**src/rtl/tlpg_pkg.sv**
```systemverilog
package tlpg_pkg;
  // Leg and gate counts of the bridge.
  localparam int LEGS          = 3;
  localparam int GATES_PER_LEG = 4;
  localparam int NUM_GATES     = LEGS * GATES_PER_LEG;

  // Role of a gate inside its leg (index within the 4-bit leg group).
  localparam int ROLE_OUT_HI = 0;  // leading wave
  localparam int ROLE_OUT_LO = 1;  // complement of leading wave
  localparam int ROLE_IN_HI  = 2;  // lagging wave
  localparam int ROLE_IN_LO  = 3;  // complement of lagging wave
endpackage

```
**src/rtl/tlpg_period_timer.sv**
```systemverilog
// Shared period counter plus the command registers that are refreshed
// only at a period boundary (or while idle).
module tlpg_period_timer #(
  parameter int CW   = 16,
  parameter int DW   = 8,
  parameter int MINP = 6
) (
  input  logic          clk,
  input  logic          rst_n,
  input  logic          en,
  input  logic [CW-1:0] period_cmd,
  input  logic [CW-1:0] shift_cmd,
  input  logic [DW-1:0] dead_cmd,
  output logic          run,
  output logic [CW-1:0] cnt,
  output logic [CW-1:0] per_l,
  output logic [CW-1:0] half_l,
  output logic [CW-1:0] off_l,
  output logic [CW-1:0] sh_l,
  output logic [DW-1:0] dead_l
);
  logic [CW-1:0] per_n, half_n, off_n, sh_n;
  logic [CW:0]   third_w;
  logic          last, load;

  // Next-period values derived from the raw commands.
  always_comb begin
    per_n   = (period_cmd < CW'(MINP)) ? CW'(MINP) : period_cmd;
    half_n  = per_n >> 1;
    third_w = ({1'b0, per_n} + {{CW{1'b0}}, 1'b1}) / (CW+1)'(3);
    off_n   = third_w[CW-1:0];
    sh_n    = (shift_cmd > off_n) ? off_n : shift_cmd;
  end

  assign last = (cnt == per_l - CW'(1));
  assign load = !en || !run || last;

  always_ff @(posedge clk or negedge rst_n) begin
    if (!rst_n) begin
      run    <= 1'b0;
      cnt    <= '0;
      per_l  <= CW'(MINP);
      half_l <= CW'(MINP / 2);
      off_l  <= CW'((MINP + 1) / 3);
      sh_l   <= '0;
      dead_l <= '0;
    end else begin
      if (!en) begin
        run <= 1'b0;
        cnt <= '0;
      end else if (!run) begin
        run <= 1'b1;
        cnt <= '0;
      end else begin
        cnt <= last ? '0 : cnt + CW'(1);
      end
      if (load) begin
        per_l  <= per_n;
        half_l <= half_n;
        off_l  <= off_n;
        sh_l   <= sh_n;
        dead_l <= dead_cmd;
      end
    end
  end
endmodule

```
**src/rtl/tlpg_leg_phase.sv**
```systemverilog
// Per-leg waveform: leading and lagging half-period waves and their
// complements, registered, positioned by the leg index.
module tlpg_leg_phase
  import tlpg_pkg::*;
#(
  parameter int CW  = 16,
  parameter int LEG = 0
) (
  input  logic                     clk,
  input  logic                     rst_n,
  input  logic                     act,
  input  logic [CW-1:0]            cnt,
  input  logic [CW-1:0]            per,
  input  logic [CW-1:0]            half,
  input  logic [CW-1:0]            off,
  input  logic [CW-1:0]            shift,
  output logic [GATES_PER_LEG-1:0] raw
);
  localparam int XW = CW + 2;

  logic [XW-1:0] c_x, p_x, h_x, s_x, ofs_x, pos_x, lag_x;
  logic          lead, lag;

  always_comb begin
    c_x   = {2'b00, cnt};
    p_x   = {2'b00, per};
    h_x   = {2'b00, half};
    s_x   = {2'b00, shift};
    ofs_x = XW'(LEG) * {2'b00, off};
    pos_x = (c_x >= ofs_x) ? (c_x - ofs_x) : (c_x + p_x - ofs_x);
    lag_x = (pos_x >= s_x) ? (pos_x - s_x) : (pos_x + p_x - s_x);
    lead  = (pos_x < h_x);
    lag   = (lag_x < h_x);
  end

  always_ff @(posedge clk or negedge rst_n) begin
    if (!rst_n) begin
      raw <= '0;
    end else if (!act) begin
      raw <= '0;
    end else begin
      raw[ROLE_OUT_HI] <= lead;
      raw[ROLE_OUT_LO] <= !lead;
      raw[ROLE_IN_HI]  <= lag;
      raw[ROLE_IN_LO]  <= !lag;
    end
  end
endmodule

```
**src/rtl/tlpg_dead_band.sv**
```systemverilog
// Rising-edge delay for one gate; falling edges pass at once.
module tlpg_dead_band #(
  parameter int DW = 8
) (
  input  logic          clk,
  input  logic          rst_n,
  input  logic          en,
  input  logic          raw,
  input  logic [DW-1:0] dead,
  output logic          gate
);
  logic [DW-1:0] dc;

  always_ff @(posedge clk or negedge rst_n) begin
    if (!rst_n) begin
      dc   <= '0;
      gate <= 1'b0;
    end else if (!en || !raw) begin
      dc   <= '0;
      gate <= 1'b0;
    end else if (dc >= dead) begin
      gate <= 1'b1;
    end else begin
      dc <= dc + DW'(1);
    end
  end
endmodule

```
**src/rtl/tri_leg_pwm_gen.sv**
```systemverilog
module tri_leg_pwm_gen
  import tlpg_pkg::*;
#(
  parameter int CNT_W      = 16,
  parameter int DEAD_W     = 8,
  parameter int MIN_PERIOD = 6
) (
  input  logic                 clk,
  input  logic                 rst_n,
  input  logic                 en,
  input  logic [CNT_W-1:0]     period_cmd,
  input  logic [CNT_W-1:0]     shift_cmd,
  input  logic [DEAD_W-1:0]    dead_cmd,
  output logic [NUM_GATES-1:0] gate_o
);
  logic                 run, act;
  logic [CNT_W-1:0]     cnt, per_l, half_l, off_l, sh_l;
  logic [DEAD_W-1:0]    dead_l;
  logic [NUM_GATES-1:0] raw;

  tlpg_period_timer #(.CW(CNT_W), .DW(DEAD_W), .MINP(MIN_PERIOD)) u_timer (
    .clk(clk), .rst_n(rst_n), .en(en),
    .period_cmd(period_cmd), .shift_cmd(shift_cmd), .dead_cmd(dead_cmd),
    .run(run), .cnt(cnt), .per_l(per_l), .half_l(half_l),
    .off_l(off_l), .sh_l(sh_l), .dead_l(dead_l)
  );

  assign act = run && en;

  for (genvar k = 0; k < LEGS; k++) begin : g_leg
    tlpg_leg_phase #(.CW(CNT_W), .LEG(k)) u_leg (
      .clk(clk), .rst_n(rst_n), .act(act), .cnt(cnt),
      .per(per_l), .half(half_l), .off(off_l), .shift(sh_l),
      .raw(raw[k*GATES_PER_LEG +: GATES_PER_LEG])
    );
  end

  for (genvar g = 0; g < NUM_GATES; g++) begin : g_gate
    tlpg_dead_band #(.DW(DEAD_W)) u_db (
      .clk(clk), .rst_n(rst_n), .en(en), .raw(raw[g]),
      .dead(dead_l), .gate(gate_o[g])
    );
  end
endmodule

```
**config.mk**
```make
export PLATFORM = sky130hd
export DESIGN_NAME = tri_leg_pwm_gen
export DESIGN_NICKNAME = d
export VERILOG_FILES = /design/src/rtl/tlpg_pkg.sv /design/src/rtl/tlpg_period_timer.sv /design/src/rtl/tlpg_leg_phase.sv /design/src/rtl/tlpg_dead_band.sv /design/src/rtl/tri_leg_pwm_gen.sv
export SDC_FILE = /design/constraint.sdc
export NUM_CORES = 1
export LEC_CHECK = 0
export BUFFER_PORTS_ARGS = -buffer_cell sky130_fd_sc_hd__buf_2
export CAP_MARGIN = 10
export CORE_MARGIN = 4
export CORE_UTILIZATION = 50
export CTS_CLUSTER_SIZE = 24
export DETAILED_ROUTE_END_ITERATION = 16
export PLACE_DENSITY = 0.66
export SLEW_MARGIN = 20
export SYNTH_ARGS = -nofsm -noshare
export SYNTH_HDL_FRONTEND = slang
export SYNTH_SLANG_ARGS = --single-unit
```
**constraint.sdc**
```tcl
create_clock -name clk -period 13.28 [get_ports clk]
set_input_delay 0 -clock clk [delete_from_list [all_inputs] [get_ports clk]]
set_output_delay 0 -clock clk [all_outputs]
set_load 0.05 [all_outputs]
```
# --- Word level (Yosys, flattened, before mapping) ---
# Index checks and enable logic that the tools add are counted.
# W data, S select, Z words.
totals:
  reg_bits: 208
  in_bits: 43
op_classes:
  n_div: 1
  magnitude_cmp: 26
  add_sub_neg: 29
  n_reduce_logical: 47
  n_eq_ne: 13
  muxes: 63
ops:
  columns: ["op", "n"]
  rows:
  - ["$mux W8", 24]
  - ["$sub A18 B16 Y18", 7]
  - ["$lt A18 B15 Y1", 6]
  - ["$mux W18", 6]
  - ["$add A8 B1 Y8 const B", 12]
  - ["$ge A8 B8 Y1", 12]
  - ["$mux W16", 5]
  - ["$add A18 B16 Y18", 3]
  - ["$ge A18 B16 Y1", 3]
  - ["$mux W1", 25]
  - ["$ne A2 B1 Y1 const B", 12]
  - ["$reduce_bool A2 Y1", 12]
  - ["$logic_not A1 Y1", 20]
  - ["$sub A16 B17 Y18", 1]
  - ["$sub A18 B17 Y18", 1]
  - ["$add A16 B1 Y17 const B", 1]
  - ["$add A16 B16 Y17", 1]
  - ["$div A17 B2 Y17 const B", 1]
  - ["$ge A16 B17 Y1", 1]
  - ["$sub A16 B16 Y17", 1]
  - ["$add A16 B1 Y16 const B", 1]
  - ["$eq A16 B16 Y1", 1]
  - ["$ge A16 B1 Y1 const B", 1]
  - ["$ge A16 B16 Y1", 1]
  - ["other kinds (6)", 21]

# --- Logic depth before layout (Yosys ltp) ---
depth:
  ltp_word: 9
  depth_mapped: 68
  mapped_depth_nobuf: 61

# --- Modules after synthesis ---
# From an unflattened synthesis, not the netlist that was laid out.
hier_totals:
  cells_unflattened: 4000
  area_unflattened_um2: 30802.0
modules_own_cells:
  columns: ["mod", "n_inst", "cells_per_inst", "seq_area_each_um2", "area_per_inst_um2"]
  rows:
  - ["tlpg_period_timer", 1, 1219, 1830.5, 9307.7]
  - ["tlpg_dead_band", 12, 73, 225.2, 620.6]
  - ["tlpg_leg_phase at g_leg[2].u_leg", 1, 750, 100.1, 5491.5]
  - ["tlpg_leg_phase at g_leg[1].u_leg", 1, 735, 100.1, 5422.7]
  - ["tlpg_leg_phase at g_leg[0].u_leg", 1, 419, 100.1, 3126.7]
  - ["tri_leg_pwm_gen", 1, 1, 0.0, 6.3]

# --- Worst setup path after synthesis ---
# OpenSTA, ideal clock, no wires.
synth_path:
  path_kind: "input to register"
  start: "in period_cmd[14]"
  end: "reg u_timer.sh_l[13]"
  setup_slack_ns: 0.237
  stages: 64
  setup_time_ns: 0.083
  t_required_ns: 13.197
  arrival_ns: 12.960
  cell_sequence: "clkbuf_1 > nor4_2 > nand3_1 > nor2_1 > a21boi_0 > ha_1 > buf_2 > nand2_1 > nor4_4 > and3_1 > ha_1 > clkbuf_1 > xor2_1 > a21oi_1 > nor2_1 > nor4_1 > or2_1 > clkbuf_1 > [... 28 more ...] > nand4_1 > a311o_1 > or3_1 > a211oi_2 > nand4_2 > ha_1 > o22ai_1 > o21a_1 > o21a_1 > o21ai_0 > nand2b_1 > a21oi_1 > o221ai_1 > o41a_1 > clkbuf_1 > clkbuf_1 > o211ai_1 > o21ai_0"
synth_between:
  elab_chain_len: 6
synth_rtl:
  columns: ["element", "line", "source"]
  rows:
  - ["start, declared", "tri_leg_pwm_gen.sv:11", "input logic [CNT_W-1:0] period_cmd,"]
  - ["$lt A16 B3 Y1", "tlpg_period_timer.sv:28", "per_n = (period_cmd < CW'(MINP)) ? CW'(MINP) : period_cmd;"]
  - ["$mux W16", "tlpg_period_timer.sv:28", null]
  - ["net u_timer.per_n[0]", "tlpg_period_timer.sv:22", "logic [CW-1:0] per_n, half_n, off_n, sh_n;"]
  - ["$add A16 B1 Y17", "tlpg_period_timer.sv:30", "third_w = ({1'b0, per_n} + {{CW{1'b0}}, 1'b1}) / (CW+1)'(3);"]
  - ["$div A17 B2 Y17", "tlpg_period_timer.sv:30", null]
  - ["net u_timer.third_w[0]", "tlpg_period_timer.sv:23", "logic [CW:0] third_w;"]
  - ["$gt A16 B16 Y1", "tlpg_period_timer.sv:32", "sh_n = (shift_cmd > off_n) ? off_n : shift_cmd;"]
  - ["$mux W16", "tlpg_period_timer.sv:32", null]
  - ["end signal, assigned", "tlpg_period_timer.sv:61", "sh_l <= sh_n;"]
  - ["end, declared", "tlpg_period_timer.sv:19", "output logic [CW-1:0] sh_l,"]
# The timed path passes the listed nets, and every way through them passes these cells.
# A chain may end at the register's enable or synchronous reset.

# --- Final worst setup path ---
layout_path:
  start: "in period_cmd[12]"
  end: "reg u_timer.sh_l[0]"
layout_between:
  elab_chain_len: 6
layout_rtl:
  columns: ["element", "line"]
  rows:
  - ["$lt A16 B3 Y1 *", "tlpg_period_timer.sv:28"]
  - ["$mux W16 *", "tlpg_period_timer.sv:28"]
  - ["net u_timer.per_n[1]", "tlpg_period_timer.sv:22"]
  - ["$add A16 B1 Y17 *", "tlpg_period_timer.sv:30"]
  - ["$div A17 B2 Y17 *", "tlpg_period_timer.sv:30"]
  - ["net u_timer.third_w[0]", "tlpg_period_timer.sv:23"]
  - ["$gt A16 B16 Y1", "tlpg_period_timer.sv:32"]
  - ["$mux W16 *", "tlpg_period_timer.sv:32"]
# Mark *: on every way through the listed nets, which the timed path passes. The rest lies on a longest branch.

==> results by group <==
Critical path
  – Max stage delay on crit path: 530 ps
  – Max FO, Critical Path: 29
  – Worst Setup Start Kind: input pin
  – Critical path's slowest cell: dlygate4sd3_1
  – Critical path class: in -> reg
  – Arrival @ worst endpoint: 13050 ps
  – Setup crit end kind: flop
  – CP required: 13630 ps

Timing
  – Max transition margin: 21.88%
  – Final worst path period share: 95.70%
  – Tightest Pin Transition: 1168 ps
  – Final Hold Viols: 0
  – Worst hold slack: 27.36 ps
  – F_max: 0.07869 GHz
  – Skew final: 18.69 ps
  – Period minus WS final: 12710 ps
  – Min setup slack post-route: 571.5 ps
  – Setup TNS: 0 ps
  – Final Max Slew Viols: 0
  – # setup viols final: 0

Global route
  – Initial antenna violation count: 4
  – Total GRT Usage: 26.45%
  – Grt ovf: 0
  – Vias in the first global route: 22.79k
  – Largest net degree at the start of global routing: 124
  – First-pass GRT wire length: 121.6 mm

Yosys
  – Yosys warns: 0
  – Syn Area/Cell: 7.966 sq um
  – Syn_nets: 3762
  – Synth Flop Type: dfrtp_1
  – EDFF count, synth: 0
  – Asr flop ratio synth: 100.0%
  – Post-Synthesis Cells: 3267
  – #FFs+latches synth: 193
  – Mapped Area: 26030 sq um
  – Register area share after synthesis: 18.57%
  – Distinct cells, synth: 110

CTS
  – CTS tree: yes
  – CTS Buffer Depth: 2
  – Num Clock Sinks: 193
  – TritonCTS buffer count: 17
  – Clock Tree Root: clkbuf_16
  – Htree depth: 4
  – Clk slew on worst S/H paths: 80 ps
  – Skew-Pair Late Insertion Delay: 470 ps

Power
  – Pwr dens: 123.6 nW/um^2
  – Lkg Pwr: 13.37 nW
  – Peak VDD IR: 0.1277 mV

Place
  – Routability Congestion: 0.9375
  – Number of I/O port buffers: 54
  – Final HPWL DP: 61.60 mm
  – Placed cell count: 3994
  – Pre-CTS worst setup slack: -136.7 ps

Job
  – Max-Cap Viols: 0

Die
  – Die Height: 236.2 um
  – Die Span X: 236.2 um
  – Core Footprint: 51410 sq um
  – Initial Util: 50.63%
  – IO Pins: 55
  – Num rows: 83
  – Total die area: 55770 sq um

Finish
  – Layout cells sized above 1: 8.498%
  – Area grow syn2layout: 10.04%
  – Non-filler cells, final: 4071
  – Layout Nets: 3871

Detailed routing
  – Routed vias/inst: 5.898
  – Vias post-DR: 24.01k
  – DRC: 0
  – Drt wl/cell: 18.75 um
  – Drt total wl: 76.32 mm
  – Initial DRT Pass Iterations: 5
  – DRT iter0 DRCs: 1709
  – Final ANT Viol Nets: 0

Hold path
  – Min-Delay Path Class: in -> async

Run status
  – Run status: finished, final reports clean
==> kinds of logic (layout without fill, tap and decap cells) <==
group	count (synthesis)	after routing	share of synthesized area, %
AOI/OAI and AO/OA	903	903	21.48
xor gates and xnor gates	242	242	8.173
adders and majority gates	454	454	23.42
buffers and inverters	369	491	5.769
DFF	193	193	18.57
muxes	40	40	1.620
other	0	2	0
and+or+nand+nor	1066	1066	20.97
==> cells in the mapped netlist (24+ instances only) <==
cell        n  area, sq um
a21o_1     48        360.4
xor2_1     79        691.9
o21bai_1   47        352.8
inv_1     279         1047
a21oi_1   304         1521
or3_1      49        306.5
clkbuf_1   43        161.4
dfrtp_1   190         4755
nor3_1     38        190.2
nor2b_1    65        406.6
o31ai_1    25        187.7
nand4_1    83        519.3
nand3_1    69        345.3
xnor2_1   162         1419
fa_1       56         1121
nand2b_1  103        644.4
o211ai_1   26        195.2
nand2_1   232        870.8
nor2_1    281         1055
o21ai_0   252         1261
mux2i_1    26        260.3
ha_1      396         4955
a211oi_1   24        180.2
and3_1     40        250.2
and2_1     32        200.2
==> registers in the layout (all words and copies together), names as in the netlist <==
signal	count
u_timer.sh_l	16
g_gate.u_db.gate	12
g_leg.u_leg.raw	12
u_timer.per_l	16
u_timer.run	1
u_timer.dead_l	8
u_timer.off_l	16
g_gate.u_db.dc	96
u_timer.cnt	16
==> repair_timing <==
action	4_1_cts	5_1_grt
endpoints found under the setup margin	0	16
setup buffers	0	7
hold buffers	35	0
resized for setup	0	60
hold endpoints to repair	157	0
==> through the flow <==
stage | utilization, % | cell area (sq um) | power (mW)
finish | 55.71 | 28640 | 3.538
global route | 55.71 | 28640 | 3.858
CTS | 55.04 | 28290 | 3.487
detailed placement | 53.15 | 27320 | 2.918
global placement | 53.15 | 27320 | 2.853
floorplan | - | 26030 | 2.375
==> critical path: cells and delay by family <==
family	cells	cell delay, ps
xor+xnor	2	330
fa+ha+maj	4	860
buf+inv	9	1800
compound gates	22	4590
simple gates	23	5420
==> power breakdown <==
group	leakage (nW)	internal, mW	total (mW)	switching (mW)
Sequential	2.53	0.613	0.647	0.0340
Clock	0.296	0.272	0.542	0.270
Combinational	10.5	0.993	2.35	1.36
==> area by class of cell <==
type | instances | area [sq um]
Fill cell | 4778 | 22770
Multi-Input combinational cell | 2705 | 19960
Sequential cell | 193 | 4833
Timing Repair Buffer | 174 | 1303
Inverter | 285 | 1071
Tap cell | 680 | 850.8
Clock buffer | 17 | 425.4
Clock inverter | 15 | 193.9
Antenna cell | 2 | 5.005
==> cells in the final DEF, fill, tap and decap left out, types with 65 or more instances in the layout <==
master    Yosys  layout
nand3_1      69      67
inv_1       279     279
ha_1        396     395
xnor2_1     162     162
o21ai_0     252     247
dfrtp_1     190     190
a21oi_1     304     302
nor2_1      281     278
nor2b_1      65      65
nand4_1      83      83
buf_4        15      83
nand2_1     232     231
nand2b_1    103     103
xor2_1       79      79
==> metal layers <==
layer	track usage (%)	part of all wire, %	vias to the layer above
li1	-	-	11888
met4	7.962	2.8	0
met1	37.41	47	11350
met5	0	0	-
met2	42.56	46	660
met3	3.227	4.7	114
==> worst paths after layout <==
path	startpoint	end	slack [ps]	depth (start not counted)
worst max-delay path	period_cmd[12]	u_timer.sh_l[0]	570	60
worst min-delay path	rst_n	g_gate[3].u_db.dc[7]	30	2
worst min register to register	g_gate[3].u_db.gate	g_gate[3].u_db.gate	510	2
max in group asynchronous	rst_n	u_timer.off_l[3]	11890	3
min in group clk	period_cmd[8]	u_timer.per_l[8]	30	3
worst max register to register	u_timer.off_l[1]	g_leg[1].u_leg.raw[2]	1410	62
Power figures use the tool's default switching activity.
